File: src/rtl/tdm_rx_pkg.sv
package tdm_rx_pkg;
    localparam int RX_WORD_MAX   = 32;
    localparam int RX_SLOT_MAX   = 32;
    localparam int RX_FIFO_DEPTH = 8;
    localparam int RX_MIN_WM1    = 7;

    typedef struct packed {
        logic ovr;
        logic serr;
    } rx_flags_t;
endpackage

File: src/rtl/tdm_rx_deser.sv
module tdm_rx_deser #(
    parameter int WORD_MAX = tdm_rx_pkg::RX_WORD_MAX,
    parameter int SLOT_MAX = tdm_rx_pkg::RX_SLOT_MAX
) (
    input  logic                        clk,
    input  logic                        rst_n,
    input  logic                        ext_sync_i,
    input  logic [$clog2(WORD_MAX)-1:0] first_wm1_i,
    input  logic [$clog2(WORD_MAX)-1:0] word_wm1_i,
    input  logic [$clog2(SLOT_MAX)-1:0] slots_m1_i,
    input  logic                        bclk_i,
    input  logic                        fsync_i,
    input  logic                        sdata_i,
    output logic [WORD_MAX-1:0]         word_o,
    output logic                        word_valid_o,
    output logic                        serr_o
);
    localparam int WBW = $clog2(WORD_MAX);
    localparam int SBW = $clog2(SLOT_MAX);
    localparam int FLW = $clog2(WORD_MAX * SLOT_MAX) + 1;

    typedef struct packed {
        logic                bclk_prev;
        logic                fs_prev;
        logic                active;
        logic [FLW-1:0]      bitcnt;
        logic [SBW:0]        slot;
        logic [WBW-1:0]      bit_in_word;
        logic [WORD_MAX-1:0] shift;
        logic [WORD_MAX-1:0] word;
        logic                word_valid;
        logic                serr;
    } deser_t;

    deser_t q, d;

    logic                bclk_rise;
    logic                fs_start;
    logic [WBW-1:0]      first_eff;
    logic [WBW-1:0]      word_eff;
    logic [WBW-1:0]      cur_m1;
    logic [FLW-1:0]      frame_len;
    logic [WORD_MAX-1:0] shifted;

    always_comb begin
        first_eff = (first_wm1_i < WBW'(tdm_rx_pkg::RX_MIN_WM1)) ? WBW'(tdm_rx_pkg::RX_MIN_WM1) : first_wm1_i;
        word_eff  = (word_wm1_i  < WBW'(tdm_rx_pkg::RX_MIN_WM1)) ? WBW'(tdm_rx_pkg::RX_MIN_WM1) : word_wm1_i;
        cur_m1    = (q.slot == '0) ? first_eff : word_eff;
        frame_len = FLW'(first_eff) + FLW'(1)
                  + FLW'(slots_m1_i) * (FLW'(word_eff) + FLW'(1));
        bclk_rise = bclk_i & ~q.bclk_prev;
        fs_start  = fsync_i & ~q.fs_prev;
        shifted   = {q.shift[WORD_MAX-2:0], sdata_i};

        d            = q;
        d.bclk_prev  = bclk_i;
        d.word_valid = 1'b0;
        d.serr       = 1'b0;

        if (bclk_rise) begin
            d.fs_prev = fsync_i;
            if (fs_start) begin
                if (q.active && ext_sync_i && (q.bitcnt != frame_len)) begin
                    d.serr = 1'b1;
                end
                d.active      = 1'b1;
                d.bitcnt      = FLW'(1);
                d.slot        = '0;
                d.bit_in_word = WBW'(1);
                d.shift       = {{(WORD_MAX-1){1'b0}}, sdata_i};
            end else if (q.active) begin
                if (q.bitcnt != '1) begin
                    d.bitcnt = q.bitcnt + FLW'(1);
                end
                if (q.slot <= {1'b0, slots_m1_i}) begin
                    if (q.bit_in_word == cur_m1) begin
                        d.word        = shifted;
                        d.word_valid  = 1'b1;
                        d.shift       = '0;
                        d.bit_in_word = '0;
                        d.slot        = q.slot + 1'b1;
                    end else begin
                        d.shift       = shifted;
                        d.bit_in_word = q.bit_in_word + 1'b1;
                    end
                end
            end
        end
    end

    always_ff @(posedge clk or negedge rst_n) begin
        if (!rst_n) begin
            q <= '0;
        end else begin
            q <= d;
        end
    end

    assign word_o       = q.word;
    assign word_valid_o = q.word_valid;
    assign serr_o       = q.serr;
endmodule

File: src/rtl/tdm_rx_fifo.sv
module tdm_rx_fifo #(
    parameter int DEPTH = tdm_rx_pkg::RX_FIFO_DEPTH,
    parameter int W     = tdm_rx_pkg::RX_WORD_MAX
) (
    input  logic                       clk,
    input  logic                       rst_n,
    input  logic                       push_i,
    input  logic [W-1:0]               data_i,
    input  logic                       pop_i,
    output logic [W-1:0]               data_o,
    output logic [$clog2(DEPTH+1)-1:0] count_o,
    output logic                       ovf_o
);
    localparam int AW = $clog2(DEPTH);
    localparam int CW = $clog2(DEPTH + 1);

    typedef struct packed {
        logic [DEPTH-1:0][W-1:0] mem;
        logic [AW-1:0]           wp;
        logic [AW-1:0]           rp;
        logic [CW-1:0]           cnt;
    } fifo_t;

    fifo_t q, d;
    logic  pop_ok, push_ok;

    always_comb begin
        pop_ok  = pop_i && (q.cnt != '0);
        push_ok = push_i && ((q.cnt != CW'(DEPTH)) || pop_ok);
        d = q;
        if (push_ok) begin
            d.mem[q.wp] = data_i;
            d.wp        = q.wp + 1'b1;
        end
        if (pop_ok) begin
            d.rp = q.rp + 1'b1;
        end
        case ({push_ok, pop_ok})
            2'b10:   d.cnt = q.cnt + 1'b1;
            2'b01:   d.cnt = q.cnt - 1'b1;
            default: d.cnt = q.cnt;
        endcase
    end

    always_ff @(posedge clk or negedge rst_n) begin
        if (!rst_n) begin
            q <= '0;
        end else begin
            q <= d;
        end
    end

    assign data_o  = q.mem[q.rp];
    assign count_o = q.cnt;
    assign ovf_o   = push_i && !push_ok;
endmodule

File: src/rtl/tdm_rx.sv
module tdm_rx #(
    parameter int WORD_MAX   = tdm_rx_pkg::RX_WORD_MAX,
    parameter int SLOT_MAX   = tdm_rx_pkg::RX_SLOT_MAX,
    parameter int FIFO_DEPTH = tdm_rx_pkg::RX_FIFO_DEPTH
) (
    input  logic                            clk,
    input  logic                            rst_n,
    input  logic                            ext_sync_i,
    input  logic [$clog2(WORD_MAX)-1:0]     first_wm1_i,
    input  logic [$clog2(WORD_MAX)-1:0]     word_wm1_i,
    input  logic [$clog2(SLOT_MAX)-1:0]     slots_m1_i,
    input  logic [$clog2(FIFO_DEPTH+1)-1:0] watermark_i,
    input  logic                            bclk_i,
    input  logic                            fsync_i,
    input  logic                            sdata_i,
    input  logic                            rd_en_i,
    input  logic                            ovr_clr_i,
    input  logic                            serr_clr_i,
    output logic [WORD_MAX-1:0]             rd_data_o,
    output logic [$clog2(FIFO_DEPTH+1)-1:0] level_o,
    output logic                            wm_o,
    output logic                            full_o,
    output logic                            dma_req_o,
    output logic                            ovr_o,
    output logic                            serr_o
);
    localparam int CW = $clog2(FIFO_DEPTH + 1);

    logic [WORD_MAX-1:0] w_data;
    logic                w_valid;
    logic                serr_pulse;
    logic                ovf_pulse;

    tdm_rx_pkg::rx_flags_t flags_q, flags_d;

    tdm_rx_deser #(.WORD_MAX(WORD_MAX), .SLOT_MAX(SLOT_MAX)) u_deser (
        .clk          (clk),
        .rst_n        (rst_n),
        .ext_sync_i   (ext_sync_i),
        .first_wm1_i  (first_wm1_i),
        .word_wm1_i   (word_wm1_i),
        .slots_m1_i   (slots_m1_i),
        .bclk_i       (bclk_i),
        .fsync_i      (fsync_i),
        .sdata_i      (sdata_i),
        .word_o       (w_data),
        .word_valid_o (w_valid),
        .serr_o       (serr_pulse)
    );

    tdm_rx_fifo #(.DEPTH(FIFO_DEPTH), .W(WORD_MAX)) u_fifo (
        .clk     (clk),
        .rst_n   (rst_n),
        .push_i  (w_valid),
        .data_i  (w_data),
        .pop_i   (rd_en_i),
        .data_o  (rd_data_o),
        .count_o (level_o),
        .ovf_o   (ovf_pulse)
    );

    always_comb begin
        flags_d      = flags_q;
        flags_d.ovr  = (flags_q.ovr  & ~ovr_clr_i)  | ovf_pulse;
        flags_d.serr = (flags_q.serr & ~serr_clr_i) | serr_pulse;
    end

    always_ff @(posedge clk or negedge rst_n) begin
        if (!rst_n) begin
            flags_q <= '0;
        end else begin
            flags_q <= flags_d;
        end
    end

    assign wm_o      = (level_o >= watermark_i);
    assign full_o    = (level_o == CW'(FIFO_DEPTH));
    assign dma_req_o = wm_o | full_o;
    assign ovr_o     = flags_q.ovr;
    assign serr_o    = flags_q.serr;
endmodule

File: config.mk
export PLATFORM = sky130hd
export DESIGN_NAME = tdm_rx
export DESIGN_NICKNAME = d
export VERILOG_FILES = /design/src/rtl/tdm_rx_pkg.sv /design/src/rtl/tdm_rx_deser.sv /design/src/rtl/tdm_rx_fifo.sv /design/src/rtl/tdm_rx.sv
export SDC_FILE = /design/constraint.sdc
export NUM_CORES = 1
export LEC_CHECK = 0
export ABC_AREA = 0
export BUFFER_PORTS_ARGS = -buffer_cell sky130_fd_sc_hd__buf_4
export CORE_UTILIZATION = 56
export CTS_CLUSTER_DIAMETER = 200
export DETAILED_ROUTE_END_ITERATION = 10
export GPL_TIMING_DRIVEN = 0
export PLACE_DENSITY = 0.79
export SETUP_SLACK_MARGIN = 0.5
export SYNTH_ARGS = -nofsm -noshare
export SYNTH_HDL_FRONTEND = slang
export SYNTH_SLANG_ARGS = --single-unit
File: constraint.sdc
create_clock -name clk -period 3 [get_ports clk]
set_input_delay 0.6 -clock clk [delete_from_list [all_inputs] [get_ports clk]]
set_output_delay 0.6 -clock clk [all_outputs]
set_load 0.01 [all_outputs]
==> results of run 1 <==
## state kept, by name, summed over array words and instances, names as in the netlist
signal	count
ovr_o	1
u_deser.word_valid_o	1
u_deser.serr_o	1
u_fifo.q	262
u_fifo.count_o	4
u_deser.q	56
u_deser.word_o	32
serr_o	1
## how the worst min path moves through the flow
stage	startpoint	endpoint	slack, ns	cells after the start
floorplan	rst_n	ovr_o	0.30	0
global placement	u_deser.serr_o	serr_o	0.45	1
detailed placement	u_deser.serr_o	serr_o	0.45	1
CTS	bclk_i	u_deser.q[90]	0.21	1
global route	bclk_i	u_deser.q[90]	0.21	1
finish	bclk_i	u_deser.q[90]	0.22	1
## final cells by class
class                           count  area (µm²)  share of cell area
Buffer                             64         594              0.0275
Clock buffer                       49        1060              0.0492
Clock inverter                     11         150             0.00695
Inverter                           51         198             0.00915
Multi-Input combinational cell    746        8640               0.400
Sequential cell                   358        8960               0.415
Tap cell                          396         495              0.0229
Timing Repair Buffer              136        1500              0.0695
## placed cells by master, fill, tap and decap left out, drive strengths merged, types with 11 or more instances in the layout
| cell | n |
|---|---|
| nand3 | 14 |
| a21oi | 12 |
| nand2 | 53 |
| inv | 51 |
| dfrtp | 358 |
| nor2 | 23 |
| nand4 | 14 |
| clkbuf | 86 |
| mux4 | 64 |
| mux2 | 323 |
| o21ai | 14 |
| and3 | 11 |
| fa | 19 |
| xnor2 | 23 |
| xor2 | 14 |
| and2 | 13 |
| a22o | 31 |
| buf | 162 |
| ha | 39 |
## repair_timing
action,CTS,global route
endpoints found under the hold margin,44,0
gates resized for setup,223,72
pin swaps,44,44
setup endpoints to repair,283,351
hold buffers,1,0
setup buffers,37,20
cloned,8,1
## power by group through the flow
stage	logic [mW]	clock network [mW]	registers [mW]
floorplan	2.14	0	5.24
global placement	2.86	0	5.31
detailed placement	2.93	0	5.31
CTS	3.95	4.64	5.23
global route	4.59	4.83	5.28
finish	4.26	4.59	5.26
## metrics by stage
step	std cells	setup TNS, ns	hold WS, ns	instance area, µm²
floorplan	1219	-1.32	0.304	17600
global placement	1681	-687.22	0.445	18600
detailed placement	1684	-1.71	0.449	18700
CTS	1790	-1.51	0.206	21200
global route	1811	-3.32	0.207	21600
finish	1811	-1.71	0.218	21600
## metal layers
metal	wire [µm]	up-vias	track usage
met4	971	0	0.0710
met1	16800	5787	0.340
li1	-	4790	-
met5	0	-	0
met3	1880	65	0.0388
met2	20400	298	0.421
## critical path, stage by stage
cell	delay, ns
clkbuf_16	0.15
o21bai_4	0.17
ha_4	0.20
nand3_4	0.10
xnor2_4	0.22
buf_6	0.15
nand2_4	0.04
fa_1	0.47
inv_1	0.05
fa_1	0.47
inv_1	0.05
fa_1	0.48
inv_2	0.05
ha_4	0.30
nand3_1	0.10
o2111ai_2	0.23
a21o_1	0.17
a21oi_2	0.06
xnor2_1	0.13
a311oi_1	0.21
## cells by family (layout without fill, tap and decap cells)
group	count (synthesis)	count (layout)	synth area share
compound gates	97	97	0.0423
mux	394	394	0.301
fa+ha+maj	58	58	0.0497
xor+xnor	37	37	0.0185
simple gates	160	160	0.0484
flops	358	358	0.513
buf+inv	115	311	0.0271
==> flow_summary_export.csv, run 1 <==
group,metric,value,unit
timing,timing.final.max_slew_violations,0,
placed_design,io_buffer_count,66,
floorplan,rows,64,
clock_network,cts_tree,"yes",
floorplan,io_pins,69,
timing,fin_crit,4.00,ns
power_and_ir_drop,p_clk_frac,0.326,
clock_network,clockBufferDepth,3,
global_route,grt_overflow,0,
clock_network,clk_latency,0.53,ns
logic_synthesis,synthTopCellsByCount,"dfrtp_1 (358), mux2_2 (293), mux4_2 (64), nand2_1 (53), inv_1 (51)",
critical_path,critPathArrivalTime,4.41,ns
logic_synthesis,ys_ff_latch,358,
timing,worst_slack,-0.997,ns
logic_synthesis,ys_types,54,
floorplan,dieHeight,179,µm
final_layout,nets,1479,
critical_path,worstSetupEndpoint,"u_deser.serr_o",
logic_synthesis,post-synth-top-area-cell,"dfrtp_1",
route,dr.first_iter.drc_count,756,
floorplan,die_area,31900,µm²
route,wl_per_cell,22.1,µm
clock_network,cts_inserted_buffers,36,
global_route,grt_first_pass_wirelength,61100,µm
route,wirelength,40100,µm
power_and_ir_drop,finalPower,14.1,mW
placed_design,dp_hpwl,23200,µm
logic_synthesis,synth_ff_type,"dfrtp_1",
global_route,grt_use_total,0.251,
critical_path,r2r_end,"u_deser.word_o[29]",
logic_synthesis,synthArstFlopShare,1.00,
floorplan,start_util,0.570,
clock_network,cts.sinks,358,
power_and_ir_drop,power.density,653,nW/µm²
global_route,grt_pass1_vias,11300,
final_layout,fillers,1963,
timing,hold_viol,0,
logic_synthesis,synth_top_area_frac,0.513,
final_layout,utilization,0.705,
route,dr.pass1.iters,5,
critical_path,crit_path_end_kind,"flip-flop",
power_and_ir_drop,internal-power,9.97,mW
timing,setup_viol_count_final,23,
logic_synthesis,postSynthAreaPerCell,14.3,µm²
clock_network,htreeDepth,2,
critical_path,startpoint_type,"input port",
final_layout,syn2layout_area_growth,23.7,%
logic_synthesis,synth_most_common_cell,"dfrtp_1",
power_and_ir_drop,p_sw,4.13,mW
logic_synthesis,yosysSeqAreaShare,0.513,
critical_path,reg2regPathDepth,8,
power_and_ir_drop,max-vdd-ir-drop,0.438,mV
hold_path,hold_class,"input port to flip-flop",
final_layout,drive_gt1_frac,0.505,
power_and_ir_drop,combPwrFrac,0.302,
route,viasPerCell,6.04,
placed_design,place.gp.congestion,0.790,
global_route,grt_max_degree,116,
clock_network,clk_pin_slew,0.06,ns
logic_synthesis,syn_area,17500,µm²
critical_path,worstSetupPathType,"input port to flip-flop",
power_and_ir_drop,switching_share,0.293,
power_and_ir_drop,power.leakage,10.7,nW
route,num_vias,10900,
critical_path,startpoint,"word_wm1_i[4]",
power_and_ir_drop,seqPwrFrac,0.373,
route,postRouteAntennaNets,0,
timing,maxSlewHeadroom,0.607,
timing,finalCritPeriodShare,1.33,
job,drv_cap,0,
timing,skew,0.0266,ns
logic_synthesis,syn_nets,1305,
floorplan,coreArea,30700,µm²
floorplan,die_x,179,µm
timing,rsz0062_at_grt,"true",
critical_path,rrSetupSlack,0.24,ns
logic_synthesis,synth_area_leaders,"dfrtp_1 (51%), mux2_2 (19%), mux4_2 (8.2%)",
logic_synthesis,ys_warn_count,0,
route,drcViolationCount,0,
logic_synthesis,synth_edf_count,0,
critical_path,crit_required,3.41,ns
status,violations,"negative setup slack",
final_layout,diodes,0,
critical_path,r2r-start,"u_deser.q[74]",
placed_design,place_ws,-1.71,ns
global_route,antenna_found_initial,0,
logic_synthesis,synth_cells,1219,
clock_network,clock-root-buffer,"clkbuf_16",
critical_path,worstPathMaxFanout,8,
status,status,"complete, but fails checks",
timing,worst_pin_slew,0.589,ns
timing,max_freq,250,MHz
No activity file was read; power rests on OpenSTA's default activity.
==> run 2: changes to the inputs <==
SETUP_SLACK_MARGIN = not set   (was 0.5)
==> run 2 against run 1 <==
  * The run still ends with negative setup slack left
  * Total power is 7.8% lower
  * Critical path depth fell by 1
  * Largest power group unchanged
  * Worst hold slack got worse by 0.18 ns
  * Largest cell class unchanged
  * Critical path type unchanged
  * Via count decreased by 4.8%
==> flow_summary_export.csv, run 2 (synthesis gave the netlist of run 1 again) <==
group,metric,value,unit
status,status,"complete, but fails checks",
timing,fin_crit,4.01,ns
critical_path,worstPathMaxFanout,6,
placed_design,dp_hpwl,23500,µm
route,wl_per_cell,20.6,µm
power_and_ir_drop,combPwrFrac,0.248,
route,dr.pass1.iters,4,
clock_network,htreeDepth,2,
critical_path,crit_path_end_kind,"flip-flop",
critical_path,crit_required,3.40,ns
final_layout,diodes,0,
power_and_ir_drop,power.leakage,10.1,nW
floorplan,die_area,31900,µm²
power_and_ir_drop,max-vdd-ir-drop,0.401,mV
route,dr.first_iter.drc_count,665,
critical_path,startpoint_type,"input port",
clock_network,clockBufferDepth,3,
final_layout,nets,1424,
placed_design,place.gp.congestion,0.801,
clock_network,cts_tree,"yes",
critical_path,r2r-start,"u_deser.q[74]",
floorplan,die_x,179,µm
timing,finalCritPeriodShare,1.34,
clock_network,clk_latency,0.52,ns
timing,skew,0.0208,ns
route,wirelength,36300,µm
timing,rsz0062_at_grt,"true",
final_layout,layout_common_cells,"dfrtp_1 (357), mux2_2 (293), buf_4 (83)",
final_layout,syn2layout_area_growth,15.7,%
global_route,grt_first_pass_wirelength,58300,µm
global_route,grt_overflow,0,
power_and_ir_drop,power.density,643,nW/µm²
timing,max_freq,250,MHz
floorplan,rows,64,
global_route,grt_pass1_vias,10900,
timing,setup_viol_count_final,1,
final_layout,largest-register,"u_fifo.q",
critical_path,rrSetupSlack,0.20,ns
timing,maxSlewHeadroom,0.403,
clock_network,clock-root-buffer,"clkbuf_16",
global_route,grt_max_degree,109,
power_and_ir_drop,internal-power,9.20,mW
global_route,antenna_found_initial,0,
floorplan,dieHeight,179,µm
critical_path,critPathArrivalTime,4.41,ns
final_layout,drive_gt1_frac,0.437,
global_route,grt_use_total,0.238,
timing,worst_pin_slew,0.895,ns
route,viasPerCell,5.92,
route,drcViolationCount,0,
critical_path,worstSetupEndpoint,"u_deser.serr_o",
critical_path,r2r_end,"u_deser.word_o[1]",
placed_design,io_buffer_count,66,
timing,worst_slack,-1.01,ns
final_layout,layout_commonest_cell,"dfrtp_1",
route,num_vias,10400,
power_and_ir_drop,switching_share,0.293,
clock_network,clk_pin_slew,0.06,ns
critical_path,startpoint,"word_wm1_i[4]",
timing,hold_viol,0,
job,drv_cap,0,
final_layout,largest_register_ffs,262,
floorplan,io_pins,69,
critical_path,reg2regPathDepth,7,
hold_path,hold_class,"input port to asynchronous set/reset pin",
final_layout,design_area,20200,µm²
clock_network,cts_inserted_buffers,38,
power_and_ir_drop,p_sw,3.81,mW
final_layout,layoutNonFillerInstCount,1760,
critical_path,worstSetupPathType,"input port to flip-flop",
placed_design,place_area,18700,µm²
power_and_ir_drop,seqPwrFrac,0.403,
placed_design,numPlacedInstances,1684,
power_and_ir_drop,p_clk_frac,0.349,
timing,timing.final.max_slew_violations,0,
floorplan,coreArea,30700,µm²
route,postRouteAntennaNets,0,
status,violations,"negative setup slack",
clock_network,cts.sinks,358,
floorplan,start_util,0.570,
run 2: area by class of cell:
| type | count | area [µm²] |
|---|---|---|
| fill | 2180 | 10400 |
| tap | 396 | 495 |
| multi-input combinational | 746 | 8270 |
| timing repair buffer | 81 | 676 |
| sequential | 358 | 8960 |
| buffer | 62 | 410 |
| inverter | 51 | 191 |
| clock buffer | 57 | 1130 |
| clock inverter | 9 | 83.8 |
run 2: critical path, stage by stage:
cell and delay, ns:
clkbuf_16 0.13, o21bai_4 0.15, ha_4 0.20, nand3_4 0.11, xnor2_4 0.25, nand2_2 0.08
fa_1 0.48, inv_1 0.05, fa_1 0.48, inv_1 0.05, fa_1 0.49, inv_2 0.05
ha_4 0.31, nand3_2 0.12, o2111ai_4 0.26, a21o_1 0.17, a21oi_2 0.07, xnor2_1 0.12
a311oi_1 0.22
run 2: repair_timing:
| action | in CTS | in global routing |
|---|---|---|
| resized for setup | 56 | 33 |
| hold buffers | 0 | 0 |
| setup endpoints to repair | 63 | 221 |
| pin swaps | 12 | 20 |
| setup buffers | 3 | 9 |
| cloned | 0 | 0 |
run 2: per-layer routing:
layer	global-route usage	vias to the layer above	wire length [µm]
li1	-	4674	-
met1	0.319	5477	16000
met2	0.401	198	18000
met4	0.0752	0	885
met5	0	-	0
met3	0.0320	64	1350
run 2: worst min path at each step:
stage / from / to / depth (start not counted)
after floorplan: rst_n / ovr_o / 0
after global routing: rst_n / u_fifo.q[228] / 1
after detailed placement: u_deser.serr_o / serr_o / 1
final: rst_n / u_fifo.q[164] / 1
after CTS: rst_n / u_fifo.q[164] / 1
after global placement: u_deser.serr_o / serr_o / 1
run 2: per-stage QoR:
step	util	setup slack (ns)	power [mW]	setup TNS [ns]	hold slack [ns]
3_5_place_dp	0.609	-1.82	8.25	-29.61	0.442
4_1_cts	0.654	-0.959	12.9	-0.959	0.0558
2_1_floorplan	-	-1.32	7.38	-1.32	0.304
6_report	0.659	-1.01	13.0	-1.01	0.0346
5_1_grt	0.659	-1.18	13.6	-1.18	0.0763
3_3_place_gp	0.606	-1.94	8.15	-705.81	0.444
run 2: power by group through the flow:
stage / sequential (mW) / clock (mW) / combinational, mW
after floorplan: 5.24 / 0 / 2.13
after global placement: 5.31 / 0 / 2.84
after detailed placement: 5.32 / 0 / 2.93
after CTS: 5.24 / 4.62 / 3.09
after global routing: 5.27 / 4.81 / 3.54
final: 5.24 / 4.54 / 3.22
